<file path="src/rtl/pipe4_pkg.sv">
package pipe4_pkg;
   localparam int OP_W = 3;

   typedef enum logic [OP_W-1:0] {
      OP_ADD  = 3'd0,
      OP_SUB  = 3'd1,
      OP_AND  = 3'd2,
      OP_OR   = 3'd3,
      OP_XOR  = 3'd4,
      OP_NOR  = 3'd5,
      OP_XNOR = 3'd6,
      OP_JMP  = 3'd7
   } opcode_e;
endpackage

</file>
<file path="src/rtl/pipe4_alu.sv">
module pipe4_alu
   import pipe4_pkg::*;
#(
   parameter int DATA_W = 16
) (
   input  opcode_e           op,
   input  logic [DATA_W-1:0] a,
   input  logic [DATA_W-1:0] b,
   output logic [DATA_W-1:0] y
);
   always_comb begin
      case (op)
         OP_ADD:  y = a + b;
         OP_SUB:  y = a - b;
         OP_AND:  y = a & b;
         OP_OR:   y = a | b;
         OP_XOR:  y = a ^ b;
         OP_NOR:  y = ~(a | b);
         OP_XNOR: y = ~(a ^ b);
         default: y = '0;
      endcase
   end
endmodule

</file>
<file path="src/rtl/pipe4_regfile.sv">
module pipe4_regfile #(
   parameter int DATA_W   = 16,
   parameter int RA_W     = 3,
   parameter bit CLEAR_RF = 1'b1
) (
   input  logic              clk,
   input  logic              rst_n,
   input  logic              we,
   input  logic [RA_W-1:0]   wa,
   input  logic [DATA_W-1:0] wd,
   input  logic [RA_W-1:0]   ra1,
   input  logic [RA_W-1:0]   ra2,
   output logic [DATA_W-1:0] rd1,
   output logic [DATA_W-1:0] rd2
);
   localparam int NREG = 1 << RA_W;

   logic [NREG-1:0][DATA_W-1:0] regs;

   for (genvar g = 0; g < NREG; g++) begin : g_reg
      logic [DATA_W-1:0] q;
      logic              hit;
      assign hit = we && (wa == RA_W'(g));
      if (CLEAR_RF) begin : g_clr
         always_ff @(posedge clk or negedge rst_n) begin
            if (!rst_n)   q <= '0;
            else if (hit) q <= wd;
         end
      end else begin : g_keep
         always_ff @(posedge clk) begin
            if (hit) q <= wd;
         end
      end
      assign regs[g] = q;
   end

   assign rd1 = regs[ra1];
   assign rd2 = regs[ra2];
endmodule

</file>
<file path="src/rtl/pipe4_hazard.sv">
module pipe4_hazard #(
   parameter int RA_W  = 3,
   parameter int N_OLD = 2
) (
   input  logic                       chk_en,
   input  logic [RA_W-1:0]            src_a,
   input  logic [RA_W-1:0]            src_b,
   input  logic [N_OLD-1:0]           old_v,
   input  logic [N_OLD-1:0][RA_W-1:0] old_rd,
   output logic                       hit
);
   logic [N_OLD-1:0] match;

   for (genvar g = 0; g < N_OLD; g++) begin : g_cmp
      assign match[g] = old_v[g] && ((old_rd[g] == src_a) || (old_rd[g] == src_b));
   end

   assign hit = chk_en && (|match);
endmodule

</file>
<file path="src/rtl/pipe4_pc.sv">
module pipe4_pc #(
   parameter int PC_W = 8
) (
   input  logic            clk,
   input  logic            rst_n,
   input  logic            jmp_en,
   input  logic [PC_W-1:0] jmp_tgt,
   input  logic            retry_en,
   input  logic [PC_W-1:0] retry_pc,
   output logic [PC_W-1:0] pc
);
   always_ff @(posedge clk or negedge rst_n) begin
      if (!rst_n)        pc <= '0;
      else if (jmp_en)   pc <= jmp_tgt;
      else if (retry_en) pc <= retry_pc;
      else               pc <= pc + PC_W'(1);
   end
endmodule

</file>
<file path="src/rtl/pipe4_core.sv">
module pipe4_core
   import pipe4_pkg::*;
#(
   parameter int DATA_W = 16,
   parameter int RA_W   = 3,
   parameter int PC_W   = 8
) (
   input  logic                              clk,
   input  logic                              rst_n,
   output logic [PC_W-1:0]                   imem_addr,
   input  logic [pipe4_pkg::OP_W+3*RA_W+PC_W-1:0] imem_data,
   output logic                              wb_valid,
   output logic [RA_W-1:0]                   wb_reg,
   output logic [DATA_W-1:0]                 wb_data
);
   localparam int IW      = OP_W + 3*RA_W + PC_W;
   localparam int RD_LSB  = 2*RA_W + PC_W;
   localparam int RS1_LSB = RA_W + PC_W;
   localparam int RS2_LSB = PC_W;
   localparam int N_OLD   = 2;

   initial begin : param_chk
      if (DATA_W < 1 || RA_W < 1 || PC_W < 1)
         $fatal(1, "pipe4_core: widths must be positive");
   end

   // fetch
   logic [PC_W-1:0] pc_q;

   // decode stage
   logic            dv_q;
   logic [IW-1:0]   d_inst_q;
   logic [PC_W-1:0] d_pc_q;
   opcode_e         d_op;
   logic [RA_W-1:0] d_rd, d_rs1, d_rs2;
   logic [PC_W-1:0] d_tgt;
   logic            d_is_jmp;
   logic [DATA_W-1:0] rf_a, rf_b;

   // execute stage
   logic              ev_q;
   logic              e_jmp_q;
   opcode_e           e_op_q;
   logic [RA_W-1:0]   e_rd_q;
   logic [DATA_W-1:0] e_a_q, e_b_q;
   logic [PC_W-1:0]   e_tgt_q;
   logic [DATA_W-1:0] alu_y;

   // write-back stage
   logic              wv_q;
   logic [RA_W-1:0]   w_rd_q;
   logic [DATA_W-1:0] w_data_q;

   // control
   logic                       jmp_go;
   logic                       raw_hit;
   logic                       flush;
   logic [N_OLD-1:0]           old_v;
   logic [N_OLD-1:0][RA_W-1:0] old_rd;

   assign d_op     = opcode_e'(d_inst_q[IW-1 -: OP_W]);
   assign d_rd     = d_inst_q[RD_LSB  +: RA_W];
   assign d_rs1    = d_inst_q[RS1_LSB +: RA_W];
   assign d_rs2    = d_inst_q[RS2_LSB +: RA_W];
   assign d_tgt    = d_inst_q[PC_W-1:0];
   assign d_is_jmp = (d_op == OP_JMP);

   assign jmp_go = ev_q && e_jmp_q;
   assign flush  = jmp_go || raw_hit;
   assign old_v  = {wv_q, ev_q && !e_jmp_q};
   assign old_rd = {w_rd_q, e_rd_q};

   pipe4_pc #(.PC_W(PC_W)) u_pc (
      .clk      (clk),
      .rst_n    (rst_n),
      .jmp_en   (jmp_go),
      .jmp_tgt  (e_tgt_q),
      .retry_en (raw_hit),
      .retry_pc (d_pc_q),
      .pc       (pc_q)
   );

   pipe4_hazard #(.RA_W(RA_W), .N_OLD(N_OLD)) u_haz (
      .chk_en (dv_q && !d_is_jmp),
      .src_a  (d_rs1),
      .src_b  (d_rs2),
      .old_v  (old_v),
      .old_rd (old_rd),
      .hit    (raw_hit)
   );

   pipe4_regfile #(.DATA_W(DATA_W), .RA_W(RA_W), .CLEAR_RF(1'b1)) u_rf (
      .clk   (clk),
      .rst_n (rst_n),
      .we    (wv_q),
      .wa    (w_rd_q),
      .wd    (w_data_q),
      .ra1   (d_rs1),
      .ra2   (d_rs2),
      .rd1   (rf_a),
      .rd2   (rf_b)
   );

   pipe4_alu #(.DATA_W(DATA_W)) u_alu (
      .op (e_op_q),
      .a  (e_a_q),
      .b  (e_b_q),
      .y  (alu_y)
   );

   // fetch -> decode
   always_ff @(posedge clk or negedge rst_n) begin
      if (!rst_n) begin
         dv_q     <= 1'b0;
         d_inst_q <= '0;
         d_pc_q   <= '0;
      end else begin
         dv_q     <= !flush;
         d_inst_q <= imem_data;
         d_pc_q   <= pc_q;
      end
   end

   // decode -> execute
   always_ff @(posedge clk or negedge rst_n) begin
      if (!rst_n) begin
         ev_q    <= 1'b0;
         e_jmp_q <= 1'b0;
         e_op_q  <= OP_ADD;
         e_rd_q  <= '0;
         e_a_q   <= '0;
         e_b_q   <= '0;
         e_tgt_q <= '0;
      end else begin
         ev_q    <= dv_q && !flush;
         e_jmp_q <= d_is_jmp;
         e_op_q  <= d_op;
         e_rd_q  <= d_rd;
         e_a_q   <= rf_a;
         e_b_q   <= rf_b;
         e_tgt_q <= d_tgt;
      end
   end

   // execute -> write-back
   always_ff @(posedge clk or negedge rst_n) begin
      if (!rst_n) begin
         wv_q     <= 1'b0;
         w_rd_q   <= '0;
         w_data_q <= '0;
      end else begin
         wv_q     <= ev_q && !e_jmp_q;
         w_rd_q   <= e_rd_q;
         w_data_q <= alu_y;
      end
   end

   assign imem_addr = pc_q;
   assign wb_valid  = wv_q;
   assign wb_reg    = w_rd_q;
   assign wb_data   = w_data_q;
endmodule

</file>
<file path="config.mk">
export PLATFORM = sky130hd
export DESIGN_NAME = pipe4_core
export DESIGN_NICKNAME = d
export VERILOG_FILES = /design/src/rtl/pipe4_pkg.sv /design/src/rtl/pipe4_alu.sv /design/src/rtl/pipe4_regfile.sv /design/src/rtl/pipe4_hazard.sv /design/src/rtl/pipe4_pc.sv /design/src/rtl/pipe4_core.sv
export SDC_FILE = /design/constraint.sdc
export NUM_CORES = 1
export LEC_CHECK = 0
export ABC_CLOCK_PERIOD_IN_PS = 4200
export BUFFER_PORTS_ARGS = -buffer_cell sky130_fd_sc_hd__buf_2
export CAP_MARGIN = 30
export CELL_PAD_IN_SITES_DETAIL_PLACEMENT = 2
export CELL_PAD_IN_SITES_GLOBAL_PLACEMENT = 2
export CORE_ASPECT_RATIO = 0.75
export CORE_MARGIN = 10
export CORE_UTILIZATION = 45
export CTS_CLUSTER_DIAMETER = 150
export CTS_CLUSTER_SIZE = 16
export DETAILED_ROUTE_END_ITERATION = 8
export GPL_TIMING_DRIVEN = 0
export PLACE_DENSITY = 0.79
export RECOVER_POWER = 100
export SYNTH_ARGS = -nofsm -noshare
export SYNTH_HDL_FRONTEND = slang
export SYNTH_HIERARCHICAL = 1
export SYNTH_SLANG_ARGS = --single-unit
</file>
<file path="constraint.sdc">
create_clock -name clk -period 4.2 [get_ports clk]
set_clock_uncertainty 0.05 [all_clocks]
set_input_delay 0.21 -clock clk [delete_from_list [all_inputs] [get_ports clk]]
set_output_delay 0.21 -clock clk [all_outputs]
set_load 0.005 [all_outputs]
</file>
==> flow_metrics.tcl <==
set metrics [dict create \
    startpoint "e_op_q[1]$_DFF_PN0_" \
    synthXorXnorAreaFrac_pct 2.62 \
    violations "capacitance limit, slew limit" \
    ios 50 \
    status "finished with violations" \
    numPortBuffers 49 \
    cp-start-kind "flop" \
    cts.sinks 233 \
    routed_wl_um 37300 \
    arrival_ns 4.31 \
    critPathCaptureType "flop" \
    layout.nets 1064 \
    tritoncts "built" \
    setup_violations 0 \
    synth.distinct_cells 73 \
    r2r_end "wb_data[14]$_DFF_PN0_" \
    synth-compound-area-share_pct 6.92 \
    root_buffer "clkbuf_16" \
    maxCapViolations 2 \
    start_util_pct 45.7 \
    worstPathRequired_ns 4.53 \
    min_period_ns 3.98 \
    drc 0 \
    cp_slowest_cell "a2111oi_1" \
    r2r-start "e_op_q[1]$_DFF_PN0_" \
    largestRegisters "u_rf/g.q x128, d_inst_q x20" \
    synth_edf_count 0 \
    core_area_um2 27100 \
    drv_slew 128 \
    rsz0062_at_grt "no" \
    rrSetupSlack_ns 0.22 \
    gr-total-overflow 0 \
    regMostFlops "u_rf/g.q" \
    clk_latency_ns 0.52 \
    clkTransAtPathRegs_ns 0.08 \
    diodes 0 \
    synth_top_family_by_area "multiplexers" \
    gp_congestion 0.845 \
    hold_class "in -> reg" \
    ir_worst_vdd_v 0.000377 \
    grt_pass1_vias 9101 \
    finalHoldViolCount 0 \
    vias 8093 \
    dpl.cell_count 1302 \
    synth.top_cell.area_share_pct 47.1 \
    vias_per_cell 6.03 \
    synth.area.top_cells "dfrtp_1 (47%), mux2_2 (15%), mux4_1 (12%), ha_1 (5.0%), o21ai_0 (1.8%)" \
    power_density_nw_per_um2 729 \
    post_cts_buffers 0 \
    area_delta_synth_final_pct 10.3 \
    crit_cells 11 \
    cts_buffer_depth 3 \
    max_stage_delay_ns 0.57 \
    dp_hpwl_um 25700 \
    yosys.area.top_type "dfrtp_1" \
    crit_type "reg -> reg" \
    syn-cell-area_um2 12400 \
    grt_start_max_net_pins 120 \
    cts_buffers 18 \
    ys_ff_latch 233 \
    synthMuxAreaShare_pct 28.9 \
    clock.fmax_mhz 251 \
    post_drt_wl_per_cell_um 27.8 \
    worstRegToRegCells 11 \
    gr-usage-all-layers_pct 21.8 \
    first_pass_iters 4 \
    cts_max_level 1 \
    layout.cells.non_filler 1343 \
    die_x_um 212 \
    crit_chain "nor2_2 -> and2_2 -> clkbuf_1 -> mux2_1 -> fa_1 -> nand2b_1 -> a21oi_1 -> o21ai_1 -> a2111oi_1 -> o21ai_0 -> a31o_2" \
    relSlewSlack_pct -93.0 \
    grt_first_pass_wirelength_um 57600 \
    critical-path-top-delay-family "compound AO/OA/AOI/OAI gates" \
    synth_ff_type "dfrtp_1" \
    final_core_util_pct 50.5 \
    drtAntennaViolNets 0 \
    path_buf_inv 1 \
    async_flop_share_pct 100 \
    worstPathMaxFanout 6 \
    yosysMostFrequentCell "dfrtp_1" \
    antenna_found_initial 3 \
    worstSetupEndpoint "wb_data[14]$_DFF_PN0_" \
    synth_fa_ha_area_share_pct 5.11 \
    tightestPinTransition_ns 2.89 \
    synthCells 901 \
    syn-num-nets 973 \
    synth_common_cells "dfrtp_1 (233), mux2_2 (162), mux4_1 (56)" \
    num_rows 52 \
    die_area_um2 34600 \
    syn_area_per_cell_um2 13.7 \
    finalCritPeriodShare_pct 94.7 \
    yosys.area_share.simple_pct 5.38 \
    synth_seq_area_share_pct 47.1 \
    drive_gt1_share_pct 21.8 \
    largest_reg_flops 128 \
    power.leakage_nw 5.96 \
    synth_warnings 6 \
    first_iter_violations 556 \
    die_y_um 164 \
]
## logic make-up after synthesis
group / count (synthesis)
compound gates: 133
fa+ha+maj: 50
buf+inv: 95
simple gates: 117
flops: 233
mux: 236
xor+xnor: 37
## stage by stage
| stage | setup TNS [ns] | hold WS (ns) | total power [mW] | setup slack (ns) | area (µm²) |
|---|---|---|---|---|---|
| after floorplan | 0 | -0.136 | 6.75 | 1.06 | 12400 |
| after global placement | -275.02 | 0.267 | 7.98 | -1.21 | 13100 |
| after detailed placement | -0.384 | 0.269 | 8.36 | -0.251 | 13100 |
| after CTS | 0 | 0.271 | 10.0 | 0.0243 | 13800 |
| after global routing | 0 | 0.293 | 10.7 | 0.0600 | 13700 |
| final | 0 | 0.288 | 9.95 | 0.221 | 13700 |
## worst min path at each step
stage	from	to	slack [ns]	depth (start not counted)
after floorplan	rst_n	d_inst_q[0]$_DFF_PN0_	-0.14	0
after global placement	imem_data[11]	d_inst_q[11]$_DFF_PN0_	0.27	1
after detailed placement	imem_data[2]	d_inst_q[2]$_DFF_PN0_	0.27	1
after CTS	imem_data[16]	d_inst_q[16]$_DFF_PN0_	0.27	2
after global routing	imem_data[6]	d_inst_q[6]$_DFF_PN0_	0.29	2
final	imem_data[12]	d_inst_q[12]$_DFF_PN0_	0.29	2
## cell usage in the layout (no fill, tap or decap), drive strengths merged, types with 4 or more instances in the layout
cell and n:
dlygate4sd3 21, inv 44, ha 49, mux4 64, xor2 15, clkbuf 83, xnor2 22, mux2i 10
nand3 6, or3 4, mux2 162, buf 37, a22oi 4, dfrtp 233, nor2b 5, o21a 5
o21ai 48, o31ai 4, o211ai 18, nor3 6, nand2 42, nor2 20, nand2b 8, a31oi 5
a21oi 22
## final cells by class
cell class                 count  area, µm²
timing repair buffer          71        429
sequential                   233       5830
clock inverter                 2       25.0
tap                          351        439
fill                        2564      13400
clock buffer                  18        450
inverter                      43        161
buffer                        52        303
multi-input combinational    573       6020
## where the power goes
group          switching [mW]  internal [mW]
clock network           0.794          0.773
registers                1.05           3.18
logic                    2.09           2.06
## worst register-to-register path, cell delays in order, from the launching register on
cell       delay, ns
dfrtp_1         0.42
nor2_2          0.36
and2_2          0.21
clkbuf_1        0.34
mux2_1          0.42
fa_1            0.43
nand2b_1        0.21
a21oi_1         0.24
o21ai_1         0.18
a2111oi_1       0.57
o21ai_0         0.16
a31o_2          0.28
## timing repair
item / 4_1_cts / 5_1_grt
endpoints found under the hold margin: 138 / 0
hold buffers: 21 / 0
resized for setup: 2 / 4
setup endpoints to repair: 3 / 4
## routing by layer
metal / GRT usage (%) / vias to the layer above / share of wire [%] / routed length, µm
li1: - / 3546 / - / -
met1: 29.2 / 4313 / 46 / 17000
met2: 37.2 / 187 / 49 / 18200
met3: 2.89 / 47 / 3.8 / 1410
met4: 4.17 / 0 / 1.9 / 710
met5: 0 / - / 0 / 0
No activity file was read; power rests on OpenSTA's default activity.
